==> src/rtl/alarm_pkg.sv <==
package alarm_pkg;
  localparam int DATA_W     = 8;
  localparam int NUM_FIELDS = 4;
  localparam int ADDR_W     = $clog2(NUM_FIELDS);

  localparam int IDX_SEC  = 0;
  localparam int IDX_MIN  = 1;
  localparam int IDX_HOUR = 2;
  localparam int IDX_DATE = 3;

  typedef struct packed {
    logic [NUM_FIELDS-1:0] load;   // store wrData into field i
    logic [NUM_FIELDS-1:0] cmpEn;  // field i takes part in the match
  } alarmStrobe_t;
endpackage

==> src/rtl/alarm_ctrl.sv <==
module alarm_ctrl
  import alarm_pkg::*;
(
  input  logic                  wrEn,
  input  logic [ADDR_W-1:0]     wrAddr,
  input  logic [DATA_W-1:0]     wrData,
  input  logic [NUM_FIELDS-1:0] maskBits,
  output alarmStrobe_t          strobe
);
  logic secMinOk, hourOk, dateOk;
  logic [NUM_FIELDS-1:0] fieldOk;

  // seconds/minutes: two BCD digits, tens 0..5, units 0..9
  assign secMinOk = (wrData[3:0] <= 4'd9) && (wrData[6:4] <= 3'd5);
  // hours: tens 0..1 with units 0..9, or tens 2 with units 0..3
  assign hourOk   = (wrData[3:0] <= 4'd9) &&
                    ((wrData[5:4] < 2'd2) || ((wrData[5:4] == 2'd2) && (wrData[3:0] <= 4'd3)));
  assign dateOk   = (wrData[5:0] != '0);

  always_comb begin
    fieldOk           = '0;
    fieldOk[IDX_SEC]  = secMinOk;
    fieldOk[IDX_MIN]  = secMinOk;
    fieldOk[IDX_HOUR] = hourOk;
    fieldOk[IDX_DATE] = dateOk;
  end

  genvar i;
  generate
    for (i = 0; i < NUM_FIELDS; i++) begin : g_load
      assign strobe.load[i] = wrEn && (wrAddr == ADDR_W'(i)) && fieldOk[i];
    end
  endgenerate

  // Repeat rate from the mask pattern {date,hour,min,sec}
  always_comb begin
    unique case (maskBits)
      4'b0000: strobe.cmpEn = 4'b1111; // monthly
      4'b1000: strobe.cmpEn = 4'b0111; // daily
      4'b1100: strobe.cmpEn = 4'b0011; // hourly
      4'b1110: strobe.cmpEn = 4'b0001; // each minute
      default: strobe.cmpEn = 4'b0000; // each second
    endcase
  end
endmodule

==> src/rtl/alarm_dp.sv <==
module alarm_dp
  import alarm_pkg::*;
(
  input  logic                               clk,
  input  logic                               rstN,
  input  alarmStrobe_t                       strobe,
  input  logic [DATA_W-1:0]                  wrData,
  input  logic                               secTick,
  input  logic [NUM_FIELDS-1:0][DATA_W-1:0]  timeNow,
  output logic [NUM_FIELDS-1:0][DATA_W-1:0]  regFile,
  output logic [NUM_FIELDS-1:0]              maskBits,
  output logic                               alarmIrq
);
  logic [NUM_FIELDS-1:0] fieldEq;
  logic                  hit;

  genvar i;
  generate
    for (i = 0; i < NUM_FIELDS; i++) begin : g_field
      localparam int CMP_W = (i == IDX_SEC || i == IDX_MIN) ? 7 : 6;

      always_ff @(posedge clk or negedge rstN) begin
        if (!rstN)               regFile[i] <= '0;
        else if (strobe.load[i]) regFile[i] <= wrData;
      end

      assign maskBits[i] = regFile[i][DATA_W-1];
      assign fieldEq[i]  = (regFile[i][CMP_W-1:0] == timeNow[i][CMP_W-1:0]);
    end
  endgenerate

  assign hit = &(fieldEq | ~strobe.cmpEn);

  always_ff @(posedge clk or negedge rstN) begin
    if (!rstN) alarmIrq <= 1'b0;
    else       alarmIrq <= secTick && hit;
  end
endmodule

==> src/rtl/alarm_match_top.sv <==
module alarm_match_top
  import alarm_pkg::*;
(
  input  logic              clk,
  input  logic              rstN,
  input  logic              wrEn,
  input  logic [1:0]        regAddr,
  input  logic [7:0]        wrData,
  output logic [7:0]        rdData,
  input  logic              secTick,
  input  logic [7:0]        timeSec,
  input  logic [7:0]        timeMin,
  input  logic [7:0]        timeHour,
  input  logic [7:0]        timeDate,
  output logic              alarmIrq
);
  alarmStrobe_t                      strobe;
  logic [NUM_FIELDS-1:0]             maskBits;
  logic [NUM_FIELDS-1:0][DATA_W-1:0] regFile;
  logic [NUM_FIELDS-1:0][DATA_W-1:0] timeNow;

  assign timeNow = {timeDate, timeHour, timeMin, timeSec};

  alarm_ctrl u_ctrl (
    .wrEn     (wrEn),
    .wrAddr   (regAddr),
    .wrData   (wrData),
    .maskBits (maskBits),
    .strobe   (strobe)
  );

  alarm_dp u_dp (
    .clk      (clk),
    .rstN     (rstN),
    .strobe   (strobe),
    .wrData   (wrData),
    .secTick  (secTick),
    .timeNow  (timeNow),
    .regFile  (regFile),
    .maskBits (maskBits),
    .alarmIrq (alarmIrq)
  );

  assign rdData = regFile[regAddr];
endmodule

==> config.mk <==
export PLATFORM = sky130hd
export DESIGN_NAME = alarm_match_top
export DESIGN_NICKNAME = d
export VERILOG_FILES = /design/src/rtl/alarm_pkg.sv /design/src/rtl/alarm_ctrl.sv /design/src/rtl/alarm_dp.sv /design/src/rtl/alarm_match_top.sv
export SDC_FILE = /design/constraint.sdc
export NUM_CORES = 1
export LEC_CHECK = 0
export ABC_AREA = 1
export CORE_UTILIZATION = 45
export DETAILED_ROUTE_END_ITERATION = 12
export DONT_BUFFER_PORTS = 1
export SYNTH_ARGS = -nofsm -noshare
export SYNTH_HDL_FRONTEND = slang
export SYNTH_SLANG_ARGS = --single-unit
==> constraint.sdc <==
create_clock -name clk -period 1.35 [get_ports clk]
set_clock_uncertainty 0.1 [all_clocks]
set_input_delay 0.27 -clock clk [delete_from_list [all_inputs] [get_ports clk]]
set_output_delay 0.27 -clock clk [all_outputs]
set_load 0.05 [all_outputs]
Word-level counts from Yosys, hierarchy flattened
Index checks and enable logic that the tools add are counted.
- logic and storage cells: 43
- output and inout port bits: 9
- register bits after elaboration: 33
- equal/unequal tests: 11
- bitwise logic cells: 2
- magnitude comparators: 5
- muxes and demuxes: 3
- reductions and logical operators: 17
- operators with widths (cell ; number):
    $bmux W8 S2 ; 1
    $pmux W4 S4 ; 1
    $eq A7 B7 Y1 ; 2
    $eq A4 B4 Y1 const B ; 3
    $eq A6 B6 Y1 ; 2
    $logic_and A1 B1 Y1 ; 12
    $mux W8 ; 1
    $eq A2 B2 Y1 const B ; 3
    $reduce_bool A6 Y1 ; 1
    $le A4 B2 Y1 const B ; 1
    $le A4 B4 Y1 const B ; 1
    $logic_not A4 Y1 ; 1
    $not A4 Y4 ; 1
    $or A4 B4 Y4 ; 1
    $reduce_and A4 Y1 ; 1
    $le A3 B3 Y1 const B ; 1
    $lt A2 B3 Y1 const B ; 1
    $eq A2 B1 Y1 const B ; 1
    $logic_not A2 Y1 ; 1
    $lt A2 B2 Y1 const B ; 1
    $logic_or A1 B1 Y1 ; 1

Logic depth before layout (Yosys ltp)
- word-level depth: 6
- gate-level depth with buffers: 8

By module
From an unflattened synthesis, not the netlist that was laid out.
- cell total of the unflattened synthesis: 325
- area total of the unflattened synthesis: 2227.1 um^2
- modules (own cells, without submodules) (module ; area an instance (um^2) ; cells an instance ; times used):
    alarm_dp ; 1684.1 ; 201 ; 1
    alarm_match_top ; 395.4 ; 94 ; 1
    alarm_ctrl ; 147.6 ; 30 ; 1

Worst setup path before layout
No wires, ideal clock.
- kind: input to output
- start: input port regAddr[0]
- end: output port rdData[5]
- cell stages on the path: 3
- data required time: 0.980 ns
- arrival time: 1.566 ns
- path buffers: 0
- slack: -0.586 ns
- cells stage by stage: inv_1 -> nand2_2 -> o21ai_0
- word-level cells in the longest chain between the ends: 2
- RTL lines (what ; RTL line ; text):
    start: declaration ; alarm_match_top.sv:7 ; input logic [1:0] regAddr,
    $bmux W8 S2 ; alarm_match_top.sv:44 ; assign rdData = regFile[regAddr];
    $mux W8 (implied by the code) ; alarm_match_top.sv:44 ;
    end: declaration ; alarm_match_top.sv:9 ; output logic [7:0] rdData,
Every way passes these cells. The select of a mux whose other input is x is not followed.

Worst setup path after layout
- start: register u_dp.regFile[12] (netlist name)
- end: output port rdData[4]
- word-level cells in the longest chain between the ends: 2
- RTL lines (what ; RTL line ; text):
    start: declaration ; alarm_dp.sv:10 ; output logic [NUM_FIELDS-1:0][DATA_W-1:0] regFile,
    start signal: indexed assignment ; alarm_dp.sv:24 ; else if (strobe.load[i]) regFile[i] <= wrData;
    $bmux W8 S2 ; alarm_match_top.sv:44 ;
    $mux W8 (implied by the code) ; alarm_match_top.sv:44 ;
Every way passes these cells. The select of a mux whose other input is x is not followed.

==> results.json <==
{
  "synth_warnings": 0,
  "final_layout_size_suffix_gt1_share_pct": 35.56,
  "htree_levels": 2,
  "leakagePower_nw": 1.426,
  "rsz0062_at_grt": "yes",
  "grt_max_degree": 34,
  "crit_buf_inv": 1,
  "clock-sinks": 33,
  "die_h_um": 70.57,
  "critPathMaxFanout": 2,
  "gr-usage-met3_pct": 3.846,
  "diodes": 0,
  "synth_edf_count": 0,
  "yosysTopAreaCell": "dfrtp_1",
  "row_count": 24,
  "finalCritPeriodShare_pct": 119.7,
  "setup_ws_ns": -0.2660,
  "syn_area_mm2": 0.002116,
  "min_period_ns": 1.616,
  "die_w_um": 70.57,
  "cpLargestDelayFamily": "flip-flops",
  "maxCapViolCount": 0,
  "drt_iter0_markers": 147,
  "postSynthNetCount": 329,
  "worstSetupPathType": "reg -> out",
  "synth_seq_area_share_pct": 39.03,
  "yosys.area.top_type_share_pct": 39.03,
  "clk_pin_slew_ns": 0.07,
  "cts_made_buffers": 5,
  "tns_ns": -1.839,
  "start_util_pct": 47.61,
  "hold_viol_final": 0,
  "ys_types": 27,
  "wire_per_inst_um": 14.63,
  "port_buffers": 0,
  "grt_pass1_wl_mm": 9.273,
  "synth_seq_cells": 33,
  "async_flop_share_pct": 100.0,
  "slowest_delay_ns": 0.43,
  "r2r_slack_ns": 0,
  "place.gp.congestion": 0.8771,
  "drc": 8,
  "ios": 55,
  "synthCells": 283,
  "die-area_mm2": 0.004980,
  "required_ns": 0.98,
  "relSlewSlack_pct": 70.95,
  "setup_viol": 8,
  "cts_tree": "built",
  "stdcell_count": 381,
  "powerDensity_mw_per_mm2": 1297,
  "route.vias.total": 1936,
  "core-area_mm2": 0.004444,
  "clk_latency_ns": 0.28,
  "via_per_inst": 5.081,
  "ff_latch_area_um2": 825.8,
  "arrival_ns": 1.25,
  "drv_slew": 0,
  "multi_input_area_mm2": 0.001162,
  "start_kind": "flop",
  "ant_nets": 0,
  "r2r_cells": 8,
  "cp-end-kind": "output port",
  "dp_cells": 368,
  "ys_dominant_reg_cell": "dfrtp_1",
  "grt_pass1_vias": 1932,
  "cp-startpoint": "u_dp.regFile[12]",
  "drtPass1Iterations": 8,
  "whs_ns": 0.1248,
  "overflow": 0,
  "areaGrowthSynthToFinish_pct": 31.93,
  "place_area_mm2": 0.002556,
  "cp_slowest_cell": "dfrtp_1",
  "drt_wl_total_mm": 5.573,
  "crit_end": "rdData[4]",
  "syn_avg_cell_area_um2": 7.476,
  "cts-root-buf": "clkbuf_8",
  "clockBufferDepth": 2,
  "power_mw": 3.619,
  "failed_checks": "DRC, setup timing",
  "tightest_slew_ns": 0.4361,
  "status": "complete, but fails checks",
  "grtUsageTotal_pct": 24.62,
  "grtUsageMet2_pct": 40.78,
  "synth_area_leaders": "dfrtp_1, nand2_1, o21ai_2",
  "fmax_ghz": 0.6188,
  "fill_cells": 392,
  "ir_worst_vdd_uv": 736.3,
  "finalInstanceArea_mm2": 0.002791,
  "r2r-start": "u_dp.regFile[9]",
  "final_nets": 375,
  "crit_cells": 3,
  "use_met1_pct": 33.46,
  "antenna_found_initial": 0,
  "grt.busiest_layer": "met2",
  "dpl.hpwl_mm": 4.219,
  "r2r_end": "u_dp.alarmIrq",
  "cp_cell_sequence": "a22oi_2 > o211ai_1 > buf_12",
  "min_path_type": "in -> reg"
}
cells in the final DEF, fill, tap and decap left out, drive strengths merged, types with 3 or more instances in the layout:
cell / n
xnor2: 3
a21oi: 3
o21ai: 39
nand2: 99
inv: 48
buf: 41
o211ai: 3
dfrtp: 33
nor2: 21
nand3: 11
o221ai: 3
a22oi: 7
clkbuf: 7
through the flow:
step | setup WS (ns) | util [%]
after global routing | -0.3200 | 62.81
after global placement | -0.07952 | 57.52
after CTS | -0.2594 | 61.82
final | -0.2660 | 62.81
after floorplan | -0.2535 | -
after detailed placement | -0.1168 | 57.52
logic make-up after synthesis:
kind of cell              count (synthesis)  share of synthesized area [%]
xor gates and xnor gates                  5                          2.070
AOI/OAI and AO/OA                        56                          19.87
and+or+nand+nor                         135                          27.79
buffers and inverters                    54                          11.24
DFF                                      33                          39.03
cells in the mapped netlist, drive strengths merged (2+ instances only):
library cell  count
nand2            99
inv              49
a22oi             7
nor2             21
a21oi             3
xor2              2
xnor2             3
o21ai            39
o211ai            3
nand3            11
buf               4
dfrtp            33
o221ai            3
what timing repair did:
item | in CTS | in global routing
hold buffers | 3 | 0
endpoints found under the hold margin | 34 | 0
setup buffers | 3 | 2
resized for setup | 14 | 12
pin swaps | 14 | 9
gates cloned | 0 | 0
endpoints found under the setup margin | 9 | 9
registers in the layout, indices dropped and copies added (netlist names):
name           flops
u_dp.alarmIrq      1
u_dp.maskBits      4
u_dp.regFile      28
layer usage:
metal / share of wire, % / vias to the layer above
met1: 44 / 902
met5: 0 / -
met3: 6.7 / 7
met2: 48 / 47
li1: - / 980
met4: 1.4 / 0
layout make-up:
cell class	instances	area share [%]
inverter	50	7.037
tap	52	2.331
timing repair buffer	43	16.32
multi-input combinational	196	41.64
clock buffer	7	3.093
sequential	33	29.58
power by group:
part	switching, mW	total (mW)	internal (mW)
logic	0.797	1.48	0.686
registers	0.188	1.38	1.19
clock network	0.353	0.758	0.404
worst min-delay path by stage:
stage	startpoint	to	slack, ns	cells past startpoint
2_1_floorplan	rstN	u_dp.alarmIrq	-0.13	0
3_3_place_gp	rstN	u_dp.regFile[26]	-0.12	0
3_5_place_dp	rstN	u_dp.regFile[27]	-0.12	0
4_1_cts	wrData[5]	u_dp.regFile[5]	0.13	2
5_1_grt	wrData[5]	u_dp.regFile[13]	0.14	2
6_report	wrData[5]	u_dp.regFile[5]	0.12	2
Power figures use the tool's default switching activity.
